**config.mk**
```make
export PLATFORM = sky130hd
export DESIGN_NAME = periph_eclk_gen
export DESIGN_NICKNAME = d
export VERILOG_FILES = /design/src/rtl/ebus_pkg.sv /design/src/rtl/eclk_phase_gen.sv /design/src/rtl/req_sampler.sv /design/src/rtl/vma_xfer_ctrl.sv /design/src/rtl/periph_eclk_gen.sv
export SDC_FILE = /design/constraint.sdc
export NUM_CORES = 1
export LEC_CHECK = 0
export CORE_UTILIZATION = 40
export DETAILED_ROUTE_END_ITERATION = 8
export PLACE_DENSITY = 0.67
export SYNTH_ARGS = -nofsm -noshare
export SYNTH_HDL_FRONTEND = slang
export SYNTH_SLANG_ARGS = --single-unit
```
**constraint.sdc**
```tcl
create_clock -name clk -period 1.6 [get_ports clk]
set_input_delay 0.32 -clock clk [delete_from_list [all_inputs] [get_ports clk]]
set_output_delay 0.32 -clock clk [all_outputs]
set_load 0.01 [all_outputs]
```
**src/rtl/ebus_pkg.sv**
```systemverilog
package ebus_pkg;

  typedef enum logic [1:0] {
    XS_IDLE    = 2'd0,
    XS_ARMED   = 2'd1,
    XS_ACTIVE  = 2'd2,
    XS_RELEASE = 2'd3
  } xfer_state_t;

  // Next value of a modulo-period phase counter.
  function automatic int unsigned phase_advance(input int unsigned phase,
                                                input int unsigned period);
    if (phase + 1 >= period) return 0;
    return phase + 1;
  endfunction

  // Enable clock level for a given phase: low for the first low_len phases.
  function automatic logic e_level(input int unsigned phase,
                                   input int unsigned low_len);
    return (phase >= low_len);
  endfunction

  // True when the phase is the last one of the period (next edge starts E-low).
  function automatic logic phase_is_last(input int unsigned phase,
                                         input int unsigned period);
    return (phase == period - 1);
  endfunction

endpackage

```
**src/rtl/eclk_phase_gen.sv**
```systemverilog
module eclk_phase_gen
  import ebus_pkg::*;
#(
  parameter int unsigned E_PERIOD = 10,
  parameter int unsigned E_HIGH   = 4
) (
  input  logic clk,
  input  logic rst,
  output logic e_o,
  output logic wrap_o
);

  localparam int unsigned PW      = (E_PERIOD > 2) ? $clog2(E_PERIOD) : 1;
  localparam int unsigned LOW_LEN = E_PERIOD - E_HIGH;

  logic [PW-1:0] phase_q;
  logic [PW-1:0] phase_d;
  logic          e_q;

  initial begin
    if (E_HIGH == 0 || E_HIGH >= E_PERIOD)
      $error("eclk_phase_gen: E_HIGH must lie between 1 and E_PERIOD-1");
  end

  always_comb begin
    phase_d = PW'(phase_advance(32'(phase_q), E_PERIOD));
  end

  // The enable level is registered from the next phase, so E is a clean flop output.
  always_ff @(posedge clk or posedge rst) begin
    if (rst) begin
      phase_q <= '0;
      e_q     <= 1'b0;
    end else begin
      phase_q <= phase_d;
      e_q     <= e_level(32'(phase_d), LOW_LEN);
    end
  end

  assign e_o    = e_q;
  // The coming edge wraps the counter: it is a falling edge of E.
  assign wrap_o = phase_is_last(32'(phase_q), E_PERIOD);

endmodule

```
**src/rtl/req_sampler.sv**
```systemverilog
module req_sampler #(
  parameter int unsigned REQ_STAGES = 1
) (
  input  logic clk,
  input  logic rst,
  input  logic as_n,
  input  logic vpa_n,
  output logic req_hit_o,
  output logic as_idle_o
);

  logic as_s;
  logic vpa_s;

  generate
    if (REQ_STAGES == 0) begin : g_pass
      assign as_s  = as_n;
      assign vpa_s = vpa_n;
    end else begin : g_reg
      logic [REQ_STAGES-1:0] as_sh;
      logic [REQ_STAGES-1:0] vpa_sh;

      always_ff @(posedge clk or posedge rst) begin
        if (rst) begin
          as_sh  <= '1;
          vpa_sh <= '1;
        end else begin
          as_sh[0]  <= as_n;
          vpa_sh[0] <= vpa_n;
          for (int i = 1; i < REQ_STAGES; i++) begin
            as_sh[i]  <= as_sh[i-1];
            vpa_sh[i] <= vpa_sh[i-1];
          end
        end
      end

      assign as_s  = as_sh[REQ_STAGES-1];
      assign vpa_s = vpa_sh[REQ_STAGES-1];
    end
  endgenerate

  assign req_hit_o = !as_s && !vpa_s;
  assign as_idle_o = as_s;

endmodule

```
**src/rtl/vma_xfer_ctrl.sv**
```systemverilog
module vma_xfer_ctrl
  import ebus_pkg::*;
(
  input  logic clk,
  input  logic rst,
  input  logic wrap_i,
  input  logic req_hit_i,
  input  logic as_idle_i,
  output logic vma_n_o,
  output logic done_o
);

  xfer_state_t st_q;
  xfer_state_t st_d;
  logic        done_d;
  logic        vma_n_q;
  logic        done_q;

  always_comb begin
    st_d   = st_q;
    done_d = 1'b0;
    unique case (st_q)
      XS_IDLE: begin
        if (req_hit_i) st_d = wrap_i ? XS_ACTIVE : XS_ARMED;
      end
      XS_ARMED: begin
        // A negated strobe wins over the phase edge: the request is dropped.
        if (as_idle_i)   st_d = XS_IDLE;
        else if (wrap_i) st_d = XS_ACTIVE;
      end
      XS_ACTIVE: begin
        // The strobe is ignored here; the transfer always spans one E period.
        if (wrap_i) begin
          st_d   = XS_RELEASE;
          done_d = 1'b1;
        end
      end
      XS_RELEASE: begin
        if (as_idle_i) st_d = XS_IDLE;
      end
      default: st_d = XS_IDLE;
    endcase
  end

  always_ff @(posedge clk or posedge rst) begin
    if (rst) begin
      st_q    <= XS_IDLE;
      vma_n_q <= 1'b1;
      done_q  <= 1'b0;
    end else begin
      st_q    <= st_d;
      vma_n_q <= (st_d != XS_ACTIVE);
      done_q  <= done_d;
    end
  end

  assign vma_n_o = vma_n_q;
  assign done_o  = done_q;

endmodule

```
**src/rtl/periph_eclk_gen.sv**
```systemverilog
module periph_eclk_gen #(
  parameter int unsigned E_PERIOD   = 10,
  parameter int unsigned E_HIGH     = 4,
  parameter int unsigned REQ_STAGES = 1
) (
  input  logic clk,
  input  logic rst,
  input  logic as_n,
  input  logic vpa_n,
  output logic e_clk,
  output logic vma_n,
  output logic cyc_done
);

  // Named internal events, also seen by the bound checker.
  logic wrap_w;
  logic req_hit_w;
  logic as_idle_w;

  eclk_phase_gen #(
    .E_PERIOD (E_PERIOD),
    .E_HIGH   (E_HIGH)
  ) u_phase (
    .clk    (clk),
    .rst    (rst),
    .e_o    (e_clk),
    .wrap_o (wrap_w)
  );

  req_sampler #(
    .REQ_STAGES (REQ_STAGES)
  ) u_req (
    .clk       (clk),
    .rst       (rst),
    .as_n      (as_n),
    .vpa_n     (vpa_n),
    .req_hit_o (req_hit_w),
    .as_idle_o (as_idle_w)
  );

  vma_xfer_ctrl u_ctrl (
    .clk       (clk),
    .rst       (rst),
    .wrap_i    (wrap_w),
    .req_hit_i (req_hit_w),
    .as_idle_i (as_idle_w),
    .vma_n_o   (vma_n),
    .done_o    (cyc_done)
  );

endmodule

```
Word level (Yosys, flattened, before mapping)
Cells that the tools add are included.

Add/sub/neg operators: 1. Magnitude comparators: 2. Equal/unequal tests: 5. Multiplexer cells: 11. Reduce and logical (&&, ||, !) cells: 4.

Operator list (number): $mux 2 (6); $pmux 2 s4 (1); $add 4x1->5 const B (1); $ge 5x4->1 const B (1); $eq 2x2->1 const B (2); $eq 4x4->1 const B (1); $ge 4x3->1 const B (1); $mux 4 (1); $mux 1 (3); $eq 2x1->1 const B (1); $logic_not 1->1 (2); $logic_not 2->1 (1); $ne 2x2->1 const B (1); $logic_and 1x1->1 (1).

Flip-flop bits (word level): 11. Bits of input ports: 4. Output and inout bits: 3. Word-level logic and storage cells: 30.

Longest topological paths before layout
Gate-level depths: netlist (run 1).

Depth in word-level cells: 5. Depth in mapped cells: 5. Gate-level depth less buffers: 5.

Cells and area by module
Synthesis (run 1) repeated with hierarchy kept, for this count alone.

Cell total of the unflattened synthesis: 55. Area total of the unflattened synthesis: 568.0 um2.

Modules (own cells, without submodules): eclk_phase_gen (instances 1, cells an instance 34, area each 312.8 um2); vma_xfer_ctrl (instances 1, cells an instance 17, area each 195.2 um2); req_sampler (instances 1, cells an instance 4, area each 60.1 um2).

Worst setup path after synthesis (run 1)
Ideal clock, no wire load.

Path type: register to register. Start point: register u_phase.phase_q[0]. End point: register u_phase.phase_q[0]. Library setup time: 78 ps. Arrival time: 1293 ps. Required time: 1522 ps. Path slack: 229 ps. Cell stages (with the launch flop): 5. Buffers on the path: 0. Cells stage by stage: dfrtp_1 > ha_1 > nand2b_2 > or3_1 > a21oi_1.

Longest elaborated chain between the ends: 4.

Ends and longest elaborated chain: start, declared (RTL line eclk_phase_gen.sv:16) `logic [PW-1:0] phase_q;`; start signal, assigned (RTL line eclk_phase_gen.sv:35) `phase_q <= phase_d;`; $add 4x1->5 * (RTL line ebus_pkg.sv:14) `return phase + 1;`; $ge 5x4->1 (RTL line ebus_pkg.sv:13) `if (phase + 1 >= period) return 0;`; $mux 1 (RTL line ebus_pkg.sv:13); $mux 4 * (RTL line ebus_pkg.sv:14); net u_phase.phase_d[0] (RTL line eclk_phase_gen.sv:17) `logic [PW-1:0] phase_d;`.

The timed path passes the listed nets; every way through them passes the cells marked *.

Worst setup path in the final report (run 1)
Ends and elaborated chain as after synthesis.

==> impl_metrics.toml, run 1 <==
[run_status]
status = "finished clean"

[cts]
cts_buffers = 3
cts-root-buf = "clkbuf_4"
htreeDepth = 1
clock_latency_ns = 0.26
ctsResizeCount = 1
tritoncts = "done"
cts_sinks = 11
ctsLongestPathBuffers = 2
clkTransAtPathRegs_ns = 0.07
post_cts_buffers = 0
hold_buffers = 0

[drt]
dr.pass1.iters = 4
first_iter_violations = 11
drcViolationCount = 0
via_count = 409
antenna_left = 0
postRouteWirelength_um = 917
drt-wirelength-per-cell_um = 12.23
vias_per_cell = 5.453

[setup_path]
cp_slowest_cell = "dfrtp_1"
cp-start-kind = "flop"
crit_arrival_ns = 1.70
worst-path-buf-inv = 0
rr_worst_depth = 4
max_stage_delay_ns = 0.46
cp_top_family = "flip-flops"
worstPathRequired_ns = 1.79
end_kind = "flop"
crit_chain = "ha_1 > nand2b_2 > or3_1 > a21oi_1"
path_max_fanout = 7
worstSetupPathType = "reg2reg"
cp.depth = 4

[synth]
synth_top_family_by_area = "compound AO/OA/AOI/OAI gates"
yosys_warnings = 0
synth_top_area_frac = 0.3670
synthCells = 52
synthAdderAreaFrac = 0.06881
yosys.area.top_type = "dfrtp_1"
synthesis.nets = 59
synth_xor_xnor_area_share = 0.01606
muxShareOfSynthArea = 0
synth_area_leaders = "dfrtp_1 (37%), dfstp_2 (14%), ha_1 (6.9%)"
ys_seq_area_frac = 0.5115
synth_cell_types = 24
ys_ff_latch = 11
yosys.area_share.simple = 0.1766
synth_compound_area_frac = 0.1858
synth.avg_cell_area_um2 = 10.49
syn-cell-area_um2 = 545.5

[sta]
slew-limit-headroom = 0.7382
fmax_mhz = 663.3
tns_ns = 0
finalHoldViolations = 0
drv_slew = 0
skew_ns = 0.005957
period_share = 0.9423
setup_viol = 0
rsz0062_at_grt = "no"
layout_min_cycle_time_ns = 1.508
worstMarginPinSlew_ns = 0.3922

[placement]
placedCellCount = 71
place.gp.congestion = 0.7290
io_buffers = 6
dpl.hpwl_um = 712.1

[global_routing]
grt_pass1_wl_um = 1421
grt_pass1_vias = 362
antenna_found_initial = 0
grt_use_total = 0.1458
overflow = 0
grt_max_degree = 12

[floorplanning]
top_level_ports = 7
die_x_um = 38.93
fp.dieH_um = 38.93
coreArea_um2 = 1186
die-area_um2 = 1516
rows = 12
start_util = 0.4599

[min_path]
min_path_type = "in2async"

[power]
peakVddDrop_mv = 0.2610
powerDensity_nw_per_um2 = 768.7
power_mw = 0.4925
leakage_nw = 0.2660

[cells_and_area]
drive_gt1_frac = 0.1148
area_delta_synth_final_pct = 17.43
stdcell_count = 75
antennaDiodeCount = 0
layout.nets = 69

[flow_run]
drv_cap = 0
==> final cells by class <==
type / count / area (µm²)
Sequential cell: 11 / 279.0
Tap cell: 14 / 17.52
Fill cell: 111 / 545.5
Multi-Input combinational cell: 36 / 244.0
Inverter: 4 / 15.01
Clock buffer: 4 / 26.28
Timing Repair Buffer: 6 / 58.81
==> registers in the layout, indices dropped and copies added, names as in the netlist <==
name	cells
u_phase.phase_q	4
u_ctrl.st_q	2
u_ctrl.done_o	1
u_ctrl.vma_n_o	1
u_phase.e_o	1
u_req.as_idle_o	1
u_req.g_reg.vpa_sh	1
==> metal layers <==
metal / global-route usage / share of wire / vias up
met3: 0.03468 / 0.034 / 2
met2: 0.2458 / 0.52 / 7
met4: 0.1034 / 0.0087 / 0
met5: 0 / 0 / -
met1: 0.1569 / 0.44 / 195
li1: - / - / 205
==> synth_stat cells, drive strengths merged <==
library cell  count
and3b             1
inv               4
a211oi            2
o21bai            1
nand2b            5
nand3             2
o22a              2
o22ai             2
dfstp             3
a21oi             5
o21ai             1
or3               1
nand2             2
buf               1
a211o             1
o32a              1
dfrtp             8
nor4              1
nand3b            1
nor2              3
ha                3
nor3              1
xnor2             1
==> metrics by stage <==
stage,setup slack [ns],util,hold WS [ns],cell area [µm²]
floorplan,0.2292,-,0.1703,545.5
CTS,0.09708,0.5401,0.3446,640.6
global route,0.02689,0.5401,0.3821,640.6
global placement,0.1668,0.5190,0.4835,615.6
detailed placement,0.1161,0.5190,0.4887,615.6
finish,0.09238,0.5401,0.3303,640.6
==> worst paths after layout <==
| path | from | slack (ns) | to |
|---|---|---|---|
| min in group clk | as_n | 0.47 | u_req.as_idle_o |
| hold reg to reg | u_ctrl.st_q[0] | 0.50 | u_ctrl.st_q[0] |
| hold / removal | rst | 0.33 | u_ctrl.done_o |
| max in group asynchronous | rst | 0.95 | u_req.as_idle_o |
| setup reg to reg | u_phase.phase_q[0] | 0.09 | u_phase.phase_q[0] |
| setup / recovery | u_phase.phase_q[0] | 0.09 | u_phase.phase_q[0] |
==> report_power, final <==
part           total, mW  leakage, nW  switching (mW)  internal (mW)
registers          0.289        0.128         0.00354          0.285
clock network      0.181       0.0150          0.0846         0.0963
logic             0.0229        0.123          0.0105         0.0124
total              0.492        0.266          0.0986          0.394
==> layout by cell type (no fill, tap or decap), types with 2 or more instances in the layout <==
master,count
a211oi_1,2
a21oi_1,5
clkbuf_4,3
clkdlybuf4s50_1,5
dfrtp_1,8
dfstp_2,3
ha_1,3
inv_1,4
nand2_1,2
nand2b_1,4
nand3_1,2
nor2_1,3
o22a_1,2
o22ai_1,2
==> cells by family after synthesis <==
| logic type | count (synthesis) |
|---|---|
| AOI/OAI and AO/OA | 15 |
| xor gates and xnor gates | 1 |
| adders and majority gates | 3 |
| buffers and inverters | 5 |
| DFF | 11 |
| and+or+nand+nor | 17 |
Power figures use the tool's default switching activity.
==> run 2: changes to the inputs <==
--- a/config.mk
+++ b/config.mk
@@ -5,7 +5,9 @@
 export SDC_FILE = /design/constraint.sdc
 export NUM_CORES = 1
 export LEC_CHECK = 0
+export CAP_MARGIN = 20
 export CORE_UTILIZATION = 40
+export CTS_BUF_LIST = sky130_fd_sc_hd__clkbuf_4 sky130_fd_sc_hd__clkbuf_8
 export DETAILED_ROUTE_END_ITERATION = 8
 export PLACE_DENSITY = 0.67
 export SYNTH_ARGS = -nofsm -noshare
==> run 2 against run 1 <==
Count of clock-buffer cells in the layout did not move; hold slack did not move; clock skew barely moved; total power rose by 3.5%; global-route usage did not move; utilization rose by 0.32 points; largest power group unchanged; die area did not move; sequential power barely moved; register-to-register slack barely moved; routed wire length did not move; critical endpoint unchanged; via count did not move.
==> impl_metrics.toml, run 2 (synthesized netlist as in run 1, its figures left out) <==
[setup_path]
rrSetupSlack_ns = 0.09
crit_arrival_ns = 1.70
end_kind = "flop"
cp-start-kind = "flop"
path_max_fanout = 7
cp_slowest_cell = "dfrtp_1"
worst-path-buf-inv = 0
worstPathRequired_ns = 1.79
worstSetupPathType = "reg2reg"
crit_chain = "ha_1 > nand2b_2 > or3_1 > a21oi_1"
max_stage_delay_ns = 0.46
cp_top_family = "flip-flops"

[sta]
skew_ns = 0.005820
worstMarginPinSlew_ns = 0.3922
rsz0062_at_grt = "no"
hold_ws_ns = 0.3303
tns_ns = 0
setup_ws_ns = 0.09238
setup_viol = 0
drv_slew = 0
finalHoldViolations = 0
period_share = 0.9423
slew-limit-headroom = 0.7382
fmax_mhz = 663.3
layout_min_cycle_time_ns = 1.508

[global_routing]
grt_pass1_vias = 362
overflow = 0
grt_pass1_wl_um = 1421
antenna_found_initial = 0
grt_max_degree = 12
grt_use_total = 0.1458

[cts]
cts_buffers = 3
hold_buffers = 0
cts_sinks = 11
tritoncts = "done"
clock_latency_ns = 0.26
ctsLongestPathBuffers = 2
htreeDepth = 1
cts-root-buf = "clkbuf_4"
clkTransAtPathRegs_ns = 0.07

[cells_and_area]
drive_gt1_frac = 0.1311
layout.nets = 69
largest_register = "u_phase.phase_q"
largest_reg_flops = 4
fill_cells = 110
largestRegisters = "u_phase.phase_q x4, u_ctrl.st_q x2"
final_area_um2 = 644.4
antennaDiodeCount = 0
final_cell_mix = "dfrtp_1 (8), a21oi_1 (5), clkdlybuf4s50_1 (5)"
area_delta_synth_final_pct = 18.12
post-route-util = 0.5432
stdcell_count = 75
layout_commonest_cell = "dfrtp_1"

[power]
peakVddDrop_mv = 0.2644
leakage_nw = 0.2694
powerDensity_nw_per_um2 = 790.8
power_mw = 0.5095

[floorplanning]
die_x_um = 38.93
rows = 12
coreArea_um2 = 1186
start_util = 0.4599
die-area_um2 = 1516
fp.dieH_um = 38.93
top_level_ports = 7

[drt]
dr.pass1.iters = 4
drcViolationCount = 0
drt-wirelength-per-cell_um = 12.23
first_iter_violations = 11
postRouteWirelength_um = 917
via_count = 409
antenna_left = 0
vias_per_cell = 5.453

[run_status]
status = "finished clean"

[placement]
placed_area_um2 = 615.6
dpl.hpwl_um = 712.1
placedCellCount = 71
preCtsSetupSlack_ns = 0.1161
place.gp.congestion = 0.7290
io_buffers = 6

[flow_run]
drv_cap = 0

[min_path]
min_path_type = "in2async"
## run 2: worst paths after layout
kind / from / endpoint / depth (start not counted)
min: rst / u_ctrl.done_o / 2
max in group asynchronous: rst / u_req.as_idle_o / 2
min in group clk: as_n / u_req.as_idle_o / 1
max: u_phase.phase_q[0] / u_phase.phase_q[0] / 4
max reg2reg: u_phase.phase_q[0] / u_phase.phase_q[0] / 4
min reg2reg: u_ctrl.st_q[0] / u_ctrl.st_q[0] / 1
## run 2: worst register-to-register path: stages (launching register included)
cell and delay [ns]:
dfrtp_1 0.46, ha_1 0.41, nand2b_2 0.10, or3_1 0.32, a21oi_1 0.15
## run 2: layout make-up
cell class	count	area (µm²)	area share
Clock buffer	4	30.03	0.04660
Inverter	4	15.01	0.02330
Multi-Input combinational cell	36	244.0	0.3786
Sequential cell	11	279.0	0.4330
Tap cell	14	17.52	0.02718
Timing Repair Buffer	6	58.81	0.09126
## run 2: power by group
part	internal [mW]	leakage [nW]	switching, mW
sequential	0.285	0.128	0.00354
combinational	0.0124	0.123	0.0105
clock	0.113	0.0184	0.0847
total	0.411	0.269	0.0987
## run 2: per-layer routing
metal / global-route usage / part of all wire / up-vias
met1: 0.1569 / 0.44 / 195
met3: 0.03468 / 0.034 / 2
met2: 0.2458 / 0.52 / 7
met5: 0 / 0 / -
li1: - / - / 205
met4: 0.1034 / 0.0087 / 0
## run 2: what timing repair did
action,4_1_cts,5_1_grt
setup endpoints to repair,1,0
gates resized for setup,1,0
setup buffers,0,0
